**src/rtl/sar_seq_pkg.sv**
```systemverilog
package sar_seq_pkg;

   // What the next falling data-clock edge does
   typedef enum logic [2:0] {
      EK_NONE   = 3'd0,
      EK_NULL   = 3'd1,
      EK_DECIDE = 3'd2,
      EK_REPLAY = 3'd3,
      EK_OFF    = 3'd4
   } edge_kind_e;

endpackage

```
**src/rtl/sar_seq_ctrl.sv**
```systemverilog
module sar_seq_ctrl
   import sar_seq_pkg::*;
#(
   parameter  int N_BITS   = 12,
   parameter  int SMP_EDGES = 2,
   localparam int LAST_CNT = SMP_EDGES + 2 * N_BITS,
   localparam int CW       = $clog2(LAST_CNT + 1)
) (
   input  logic          dclk,
   input  logic          cs_n,
   output edge_kind_e    kind,
   output logic [CW-1:0] idx,
   output logic          sample_en,
   output logic          apd
);

   if (SMP_EDGES < 1) begin : g_bad_smp
      $error("SMP_EDGES must be at least 1");
   end

   localparam logic [CW-1:0] C_NULL   = CW'(SMP_EDGES - 1);
   localparam logic [CW-1:0] C_DEC0   = CW'(SMP_EDGES);
   localparam logic [CW-1:0] C_DECL   = CW'(SMP_EDGES + N_BITS - 1);
   localparam logic [CW-1:0] C_REP0   = CW'(SMP_EDGES + N_BITS);
   localparam logic [CW-1:0] C_OFF    = CW'(SMP_EDGES + 2 * N_BITS - 1);
   localparam logic [CW-1:0] C_LAST   = CW'(LAST_CNT);

   // Count of falling edges seen since chip select fell, saturating
   logic [CW-1:0] cnt;

   always_ff @(negedge dclk or posedge cs_n) begin
      if (cs_n)
         cnt <= '0;
      else if (cnt != C_LAST)
         cnt <= cnt + 1'b1;
   end

   // Decode of the coming edge from the current count
   always_comb begin
      kind = EK_NONE;
      idx  = '0;
      if (cnt == C_NULL) begin
         kind = EK_NULL;
      end else if (cnt >= C_DEC0 && cnt <= C_DECL) begin
         kind = EK_DECIDE;
         idx  = C_DECL - cnt;
      end else if (cnt >= C_REP0 && cnt < C_OFF) begin
         kind = EK_REPLAY;
         idx  = cnt - C_DECL;
      end else if (cnt == C_OFF) begin
         kind = EK_OFF;
      end
   end

   assign sample_en = !cs_n && (cnt < C_DEC0);
   assign apd       = cs_n || (cnt >= C_REP0);

   // Once finished, clocks no longer move the sequence
   assert_cnt_hold_R6: assert property (@(posedge dclk) disable iff (cs_n)
      (cnt == C_LAST) |=> (cnt == C_LAST));

   // Analog stays down once the last bit is decided
   assert_apd_hold_R8: assert property (@(posedge dclk) disable iff (cs_n)
      apd |=> apd);

endmodule

```
**src/rtl/sar_seq_areg.sv**
```systemverilog
module sar_seq_areg
   import sar_seq_pkg::*;
#(
   parameter  int N_BITS = 12,
   parameter  int CW     = 5
) (
   input  logic              dclk,
   input  logic              cs_n,
   input  edge_kind_e        kind,
   input  logic [CW-1:0]     idx,
   input  logic              cmp_hi,
   output logic [N_BITS-1:0] trial,
   output logic [N_BITS-1:0] res_tc,
   output logic              dec_bit
);

   if (N_BITS < 2) begin : g_bad_bits
      $error("N_BITS must be at least 2");
   end

   for (genvar i = 0; i < N_BITS; i++) begin : g_bit
      logic b;
      always_ff @(negedge dclk or posedge cs_n) begin
         if (cs_n) begin
            b <= 1'b0;
         end else begin
            case (kind)
               EK_NULL:   b <= (i == N_BITS - 1);
               EK_DECIDE: begin
                  if (idx == CW'(i))
                     b <= cmp_hi;
                  else if (idx == CW'(i + 1))
                     b <= 1'b1;
               end
               default:   b <= b;
            endcase
         end
      end
      assign trial[i] = b;
   end

   // Offset binary to two's complement: flip the top bit
   assign res_tc  = {~trial[N_BITS-1], trial[N_BITS-2:0]};
   assign dec_bit = (idx == CW'(N_BITS - 1)) ? ~cmp_hi : cmp_hi;

endmodule

```
**src/rtl/sar_seq_shift.sv**
```systemverilog
module sar_seq_shift
   import sar_seq_pkg::*;
#(
   parameter  int N_BITS = 12,
   parameter  int CW     = 5
) (
   input  logic              dclk,
   input  logic              cs_n,
   input  edge_kind_e        kind,
   input  logic [CW-1:0]     idx,
   input  logic              dec_bit,
   input  logic [N_BITS-1:0] res_tc,
   output logic              dout,
   output logic              dout_oe
);

   logic rep_bit;

   always_comb begin
      rep_bit = 1'b0;
      for (int k = 0; k < N_BITS; k++) begin
         if (idx == CW'(k))
            rep_bit = res_tc[k];
      end
   end

   always_ff @(negedge dclk or posedge cs_n) begin
      if (cs_n) begin
         dout    <= 1'b0;
         dout_oe <= 1'b0;
      end else begin
         case (kind)
            EK_NULL: begin
               dout    <= 1'b0;
               dout_oe <= 1'b1;
            end
            EK_DECIDE: dout <= dec_bit;
            EK_REPLAY: dout <= rep_bit;
            EK_OFF: begin
               dout    <= 1'b0;
               dout_oe <= 1'b0;
            end
            default: begin
               dout    <= dout;
               dout_oe <= dout_oe;
            end
         endcase
      end
   end

   // The enable may only rise at the null bit, which drives low
   assert_null_low_R2: assert property (@(posedge dclk) disable iff (cs_n)
      $rose(dout_oe) |-> !dout);

endmodule

```
**src/rtl/sar_conv_seq.sv**
```systemverilog
module sar_conv_seq
   import sar_seq_pkg::*;
#(
   parameter  int N_BITS    = 12,
   parameter  int SMP_EDGES = 2,
   localparam int CW        = $clog2(SMP_EDGES + 2 * N_BITS + 1)
) (
   input  logic              dclk,
   input  logic              cs_n,
   input  logic              cmp_hi,
   output logic [N_BITS-1:0] dac_code,
   output logic              sample_en,
   output logic              dout,
   output logic              dout_oe,
   output logic              apd,
   output logic              dpd
);

   edge_kind_e        kind;
   logic [CW-1:0]     idx;
   logic [N_BITS-1:0] res_tc;
   logic              dec_bit;

   sar_seq_ctrl #(.N_BITS(N_BITS), .SMP_EDGES(SMP_EDGES)) u_ctrl (
      .dclk      (dclk),
      .cs_n      (cs_n),
      .kind      (kind),
      .idx       (idx),
      .sample_en (sample_en),
      .apd       (apd)
   );

   sar_seq_areg #(.N_BITS(N_BITS), .CW(CW)) u_areg (
      .dclk    (dclk),
      .cs_n    (cs_n),
      .kind    (kind),
      .idx     (idx),
      .cmp_hi  (cmp_hi),
      .trial   (dac_code),
      .res_tc  (res_tc),
      .dec_bit (dec_bit)
   );

   sar_seq_shift #(.N_BITS(N_BITS), .CW(CW)) u_shift (
      .dclk    (dclk),
      .cs_n    (cs_n),
      .kind    (kind),
      .idx     (idx),
      .dec_bit (dec_bit),
      .res_tc  (res_tc),
      .dout    (dout),
      .dout_oe (dout_oe)
   );

   assign dpd = cs_n;

   // Search starts at midscale when the line is first driven
   assert_trial_mid_R4: assert property (@(posedge dclk) disable iff (cs_n)
      $rose(dout_oe) |-> (dac_code == N_BITS'(1 << (N_BITS - 1))));

   assert_sample_quiet_R1: assert property (@(posedge dclk) disable iff (cs_n)
      sample_en |-> !dout_oe);

   assert_idle_hiz_R7: assert property (@(posedge dclk)
      cs_n |-> !dout_oe);

endmodule

```
**config.mk**
```make
export PLATFORM = sky130hd
export DESIGN_NAME = sar_conv_seq
export DESIGN_NICKNAME = d
export VERILOG_FILES = /design/src/rtl/sar_seq_pkg.sv /design/src/rtl/sar_seq_ctrl.sv /design/src/rtl/sar_seq_areg.sv /design/src/rtl/sar_seq_shift.sv /design/src/rtl/sar_conv_seq.sv
export SDC_FILE = /design/constraint.sdc
export NUM_CORES = 1
export LEC_CHECK = 0
export BUFFER_PORTS_ARGS = -buffer_cell sky130_fd_sc_hd__clkbuf_2
export CAP_MARGIN = 30
export CORE_MARGIN = 5
export CORE_UTILIZATION = 53
export CTS_CLUSTER_DIAMETER = 60
export DETAILED_ROUTE_END_ITERATION = 16
export PLACE_DENSITY = 0.74
export SYNTH_ARGS = -nofsm -noshare
export SYNTH_HDL_FRONTEND = slang
export SYNTH_SLANG_ARGS = --single-unit
```
**constraint.sdc**
```tcl
create_clock -name dclk -period 4.8 [get_ports dclk]
set_input_delay 0.72 -clock dclk [delete_from_list [all_inputs] [get_ports dclk]]
set_output_delay 0.72 -clock dclk [all_outputs]
set_load 0.02 [all_outputs]
```
==> results.json, run 1 <==
{
  "hold_path_class": "flip-flop to flip-flop",
  "fin_skew_ns": 0.000760,
  "grt_usage": 0.219,
  "cellLeakagePower_nw": 0.783,
  "area_growth_pct": 9.87,
  "vias_per_cell": 6.21,
  "routed_wl_um": 4350,
  "synth_area_per_cell_um2": 8.43,
  "io_buffers": 19,
  "worst_pin_slew_ns": 0.825,
  "fp.dieW_um": 66.4,
  "core_area_mm2": 0.00305,
  "design_area_mm2": 0.00185,
  "yosysWarnings": 0,
  "h-tree-depth": 1,
  "die_h_um": 66.4,
  "finalNetCount": 227,
  "route.detailed.drc": 0,
  "finalSetupViolations": 0,
  "initial_core_util": 0.552,
  "vias": 1596,
  "syn-cell-area_mm2": 0.00169,
  "fill_cells": 296,
  "grt_antenna_before_repair": 0,
  "cap_viol_max_count": 0,
  "crit_slowest_cell": "dfrtn_1",
  "place_area_mm2": 0.00175,
  "dp_hpwl_um": 3140,
  "synth_seq_cells": 19,
  "synth.distinct_cells": 54,
  "powerDensity_mw_per_mm2": 154,
  "ant_nets": 0,
  "p_sw_frac": 0.276,
  "initialDrtViolationCount": 219,
  "critical_path_arrival_ns": 4.05,
  "multi_input_area_mm2": 0.00107,
  "synth_edf_count": 0,
  "status": "complete, no violations",
  "final_cells": 257,
  "peakVddDrop_v": 0.000107,
  "grt_overflow": 0,
  "clock_path_buffers": 2,
  "num_rows": 20,
  "syn_nets": 213,
  "ys.flop_type": "dfrtn_1",
  "drive_gt1_frac": 0.244,
  "slowest_delay_ns": 0.43,
  "gp_congestion": 0.903,
  "slew_headroom": 0.449,
  "p_int_w": 0.000206,
  "crit_chain": "inv_1, ha_2, a221o_1, nand2b_4, buf_8",
  "p_switching_w": 0.0000787,
  "synth_seq_area_share": 0.282,
  "cts.clk_slew.worst_paths_ns": 0.08,
  "report.final.slew_viol_count": 0,
  "critPathMaxFanout": 4,
  "tritoncts": "built",
  "insertedDiodeCount": 0,
  "grt_max_degree": 21,
  "synthArstFlopShare": 1.00,
  "cp_num_buf_inv": 2,
  "p_comb_frac": 0.092,
  "drtPass1Iterations": 5,
  "grt_pass1_vias": 1514,
  "final_core_util": 0.607,
  "placed_cells": 248,
  "wl_per_cell_um": 16.9,
  "cp.required_ns": 4.08,
  "sequentialPowerShare": 0.599,
  "root_buffer": "clkbuf_4",
  "syn_inst": 200,
  "design.die.area_mm2": 0.00441,
  "grt_pass1_wl_um": 7420,
  "hold_viol": 0,
  "clk_latency_ns": 0.31,
  "seqCellArea_um2": 475,
  "cp-end-kind": "primary output",
  "critPathTopFamily": "flip-flops",
  "cts_hold_buf": 0,
  "clkPwrFrac": 0.309,
  "start_kind": "flip-flop",
  "critPathKind": "flip-flop to primary output",
  "cts_sinks": 19,
  "pin_count": 20,
  "cts_inserted_buffers": 3
}
[cells in the final DEF, fill, tap and decap left out, types with 4 or more instances in the layout]
cell type / count
nor3_1: 8
mux2i_1: 4
buf_4: 14
inv_1: 4
o21ai_0: 8
a21oi_1: 12
ha_1: 7
nand2b_1: 6
nand3_1: 9
nor2_1: 19
dfrtn_1: 19
clkbuf_2: 17
nand2_1: 12
[area by class of cell]
cell class,count,area share
Sequential cell,19,0.257
Inverter,5,0.0101
Timing Repair Buffer,32,0.111
Clock buffer,3,0.0122
Multi-Input combinational cell,153,0.578
Tap cell,44,0.0297
Clock inverter,1,0.00270
[cells in the mapped netlist, types with 2 or more instances]
cell type | n | share of area
dfrtn_1 | 19 | 0.28
nor2_1 | 19 | 0.042
buf_4 | 13 | 0.058
a21oi_1 | 12 | 0.036
nand2_1 | 12 | 0.027
ha_1 | 10 | 0.074
nand3_1 | 9 | 0.027
nor3_1 | 8 | 0.024
o21ai_0 | 8 | 0.024
nand2b_1 | 7 | 0.026
buf_2 | 6 | 0.018
inv_1 | 5 | 0.011
mux2i_1 | 4 | 0.024
a311oi_1 | 3 | 0.016
clkbuf_1 | 3 | 0.0067
nor2b_1 | 3 | 0.011
nor4_1 | 3 | 0.011
o21ai_1 | 3 | 0.0089
o221a_1 | 3 | 0.020
or3_1 | 3 | 0.011
xnor2_1 | 3 | 0.016
xor2_1 | 3 | 0.016
a21boi_1 | 2 | 0.0089
a21o_1 | 2 | 0.0089
a221o_1 | 2 | 0.012
nand4_1 | 2 | 0.0074
nand4b_1 | 2 | 0.010
o211ai_1 | 2 | 0.0089
o22ai_1 | 2 | 0.0074
o31ai_1 | 2 | 0.0089
or2_1 | 2 | 0.0074
[registers in the layout (all words and copies together) (netlist names)]
signal and cells:
u_ctrl.cnt 5, u_shift.dout 1, u_areg.g_bit.b 12, u_shift.dout_oe 1
[cell families after synthesis]
group / count (synthesis) / share of synthesized area
simple gates: 77 / 0.241
compound gates: 56 / 0.252
buf+inv: 28 / 0.0958
flops: 19 / 0.282
fa+ha+maj: 10 / 0.0742
xor+xnor: 6 / 0.0312
mux: 4 / 0.0238
[power groups by stage]
stage / Clock, W / Sequential [W] / Combinational [W]
CTS: 0.0000914 / 0.000171 / 0.0000268
detailed placement: 0 / 0.000174 / 0.0000265
global placement: 0 / 0.000173 / 0.0000264
global route: 0.0000982 / 0.000172 / 0.0000289
floorplan: 0 / 0.000172 / 0.0000256
finish: 0.0000882 / 0.000171 / 0.0000261
[timing repair]
action                                 4_1_cts  5_1_grt
buffers inserted                             3        2
cloned                                       0        0
setup endpoints to repair                    2        2
endpoints found under the hold margin        0        0
gates resized for setup                      8        3
pin swaps                                    1        1
[worst paths after layout]
| path | from | end | slack, ns | cells after the start |
|---|---|---|---|---|
| max | u_ctrl.cnt[0] | apd | 0.03 | 5 |
| min | u_areg.g_bit[11].b | u_areg.g_bit[11].b | 0.48 | 2 |
| max reg2reg | u_ctrl.cnt[1] | u_shift.dout | 1.09 | 15 |
| min reg2reg | u_areg.g_bit[11].b | u_areg.g_bit[11].b | 0.48 | 2 |
| max in group asynchronous | cs_n | u_areg.g_bit[8].b | 1.41 | 2 |
| min in group asynchronous | cs_n | u_shift.dout_oe | 2.86 | 2 |
[per-layer routing]
metal / vias to the layer above / part of all wire / track usage
li1: 745 / - / -
met1: 770 / 0.43 / 0.291
met2: 69 / 0.46 / 0.354
met3: 12 / 0.079 / 0.0306
met4: 0 / 0.024 / 0.0838
met5: - / 0 / 0
[stage by stage]
stage          hold WS, ns  worst slack, ns  total power, W  TNS [ns]
6_report             0.483           0.0277        0.000285         0
4_1_cts              0.495           0.0155        0.000289         0
3_3_place_gp         0.469            0.227        0.000200         0
2_1_floorplan        0.450           0.0651        0.000198         0
3_5_place_dp         0.492            0.177        0.000200         0
5_1_grt              0.527          -0.0294        0.000299   -0.0294
[tightest hold or removal path, delay by kind of cell, from the launching register on]
| kind | cells | cell delay (ns) |
|---|---|---|
| simple gates | 1 | 0.06 |
| flops | 1 | 0.44 |
| compound gates | 1 | 0.08 |
(Power assumes the default switching activity.)
==> inputs of run 2 (changes only) <==
==> constraint.sdc (replaced) <==
create_clock -name dclk -period 4.8 [get_ports dclk]
set_input_delay 0.96 -clock dclk [delete_from_list [all_inputs] [get_ports dclk]]
set_output_delay 0.96 -clock dclk [all_outputs]
set_load 0.02 [all_outputs]
==> run 2 against run 1 <==
- the flow now finishes with violations (negative setup slack)
- routed wire length decreased by 0.67%
- sequential power about the same
- count of clock-buffer cells in the layout stayed put
- clock power decreased by 1%
- first-iteration DRC count fell by 44%
==> results.json, run 2 (synthesized netlist as in run 1, its figures left out) <==
{
  "slowest_delay_ns": 0.43,
  "finalSetupViolations": 2,
  "place_area_mm2": 0.00182,
  "grt_usage": 0.214,
  "min_path_cells": 2,
  "routed_wl_um": 4320,
  "fin_skew_ns": 0.00213,
  "wl_per_cell_um": 16.4,
  "start_kind": "flip-flop",
  "drive_gt1_frac": 0.265,
  "rsz0062_at_grt": "yes",
  "grt_pass1_vias": 1522,
  "die_h_um": 66.4,
  "report.final.slew_viol_count": 0,
  "finalNetCount": 233,
  "drtPass1Iterations": 4,
  "cts_sinks": 19,
  "critPathMaxFanout": 4,
  "reg2reg_setup_slack_ns": 1.18,
  "violations": "negative setup slack",
  "initial_core_util": 0.552,
  "power_w": 0.000286,
  "largestRegisters": "u_areg.g_bit.b x12, u_ctrl.cnt x5",
  "grt_max_degree": 18,
  "critPathKind": "flip-flop to primary output",
  "hold_start": "u_shift.dout_oe",
  "pin_count": 20,
  "worst_pin_slew_ns": 0.839,
  "io_buffers": 19,
  "num_rows": 20,
  "clk_latency_ns": 0.30,
  "critical_path_arrival_ns": 3.96,
  "hold_end": "u_shift.dout_oe",
  "slew_headroom": 0.440,
  "design_area_mm2": 0.00191,
  "cellLeakagePower_nw": 0.819,
  "area_growth_pct": 13.1,
  "reg2reg_depth": 16,
  "ant_nets": 0,
  "final_cells": 263,
  "root_buffer": "clkbuf_4",
  "tritoncts": "built",
  "status": "finished, violations left",
  "initialDrtViolationCount": 123,
  "grt_pass1_wl_um": 7380,
  "vias": 1615,
  "route.detailed.drc": 0,
  "gp_congestion": 0.950,
  "cts.clk_slew.worst_paths_ns": 0.08,
  "fp.dieW_um": 66.4,
  "h-tree-depth": 1,
  "cp.required_ns": 3.84,
  "cts_inserted_buffers": 3,
  "design.die.area_mm2": 0.00441,
  "hold_path_class": "flip-flop to flip-flop",
  "powerDensity_mw_per_mm2": 150,
  "peakVddDrop_v": 0.0000859,
  "grt_antenna_before_repair": 0,
  "whs_ns": 0.504,
  "clock_path_buffers": 2,
  "dp_hpwl_um": 3280,
  "cap_viol_max_count": 0,
  "grt_overflow": 0,
  "crit_chain": "ha_2, a221o_1, nand2b_4, buf_8",
  "insertedDiodeCount": 0,
  "cp-end-kind": "primary output",
  "vias_per_cell": 6.14,
  "cts_hold_buf": 0,
  "regMostFlops": "u_areg.g_bit.b",
  "finalWorstSetupSlack_ns": -0.115,
  "hold_viol": 0,
  "core_area_mm2": 0.00305,
  "worstReg2RegEnd": "u_shift.dout",
  "crit_slowest_cell": "dfrtn_1",
  "largest_reg_flops": 12,
  "timing.rr.start": "u_ctrl.cnt[2]",
  "mostFrequentLayoutCells": "nor2_1 (19), dfrtn_1 (19), buf_4 (18)",
  "placed_cells": 255
}
## run 2: cell count changes in the layout (fill, tap and decap cells not counted)
cell,change
buf_4,+4
ha_2,-2
buf_2,+1
buf_6,+1
ha_1,+1
ha_4,+1
inv_1,-1
inv_2,+1
## run 2: worst max-delay path by stage
stage	cells past startpoint	slack (ns)	start	to
floorplan	5	0.03	u_ctrl.cnt[0]	apd
global placement	5	0.20	u_ctrl.cnt[0]	apd
detailed placement	4	0.15	u_ctrl.cnt[1]	apd
CTS	4	-0.13	u_ctrl.cnt[1]	apd
global route	4	-0.18	u_ctrl.cnt[1]	apd
finish	4	-0.12	u_ctrl.cnt[1]	apd
## run 2: power by group
part	total [W]	internal, W	leakage [nW]	switching (W)
sequential	0.000171	0.000166	0.222	0.00000421
combinational	0.0000279	0.00000983	0.579	0.0000181
clock	0.0000873	0.0000311	0.0177	0.0000562
total	0.000286	0.000207	0.819	0.0000785
## run 2: final cells by class
type,count,area [um^2]
Sequential cell,19,475
Inverter,5,18.8
Clock inverter,1,5.00
Fill cell,270,1150
Tap cell,44,55.1
Clock buffer,3,22.5
Timing Repair Buffer,38,251
Multi-Input combinational cell,153,1080
## run 2: routing by layer
metal	GRT usage	routed length, um
met4	0.0558	41
met3	0.0272	323
met1	0.303	2010
met5	0	0
met2	0.341	1950
## run 2: timing repair
item                       in CTS  in global routing
buffers inserted                2                  2
setup endpoints to repair       2                  2
pin swaps                       2                  0
gates resized for setup         6                  4
## run 2: stage by stage
step / TNS [ns] / setup WS (ns) / util
2_1_floorplan: 0 / 0.0266 / -
3_3_place_gp: 0 / 0.198 / 0.596
3_5_place_dp: 0 / 0.152 / 0.596
4_1_cts: -0.249 / -0.126 / 0.618
5_1_grt: -0.349 / -0.181 / 0.624
6_report: -0.185 / -0.115 / 0.624
## run 2: critical path: cells and delay by family (launching register included)
| kind | cells | cell delay (ns) |
|---|---|---|
| DFF | 1 | 0.43 |
| and+or+nand+nor | 1 | 0.15 |
| buffers and inverters | 1 | 0.12 |
| adders and majority gates | 1 | 0.21 |
| AOI/OAI and AO/OA | 1 | 0.34 |
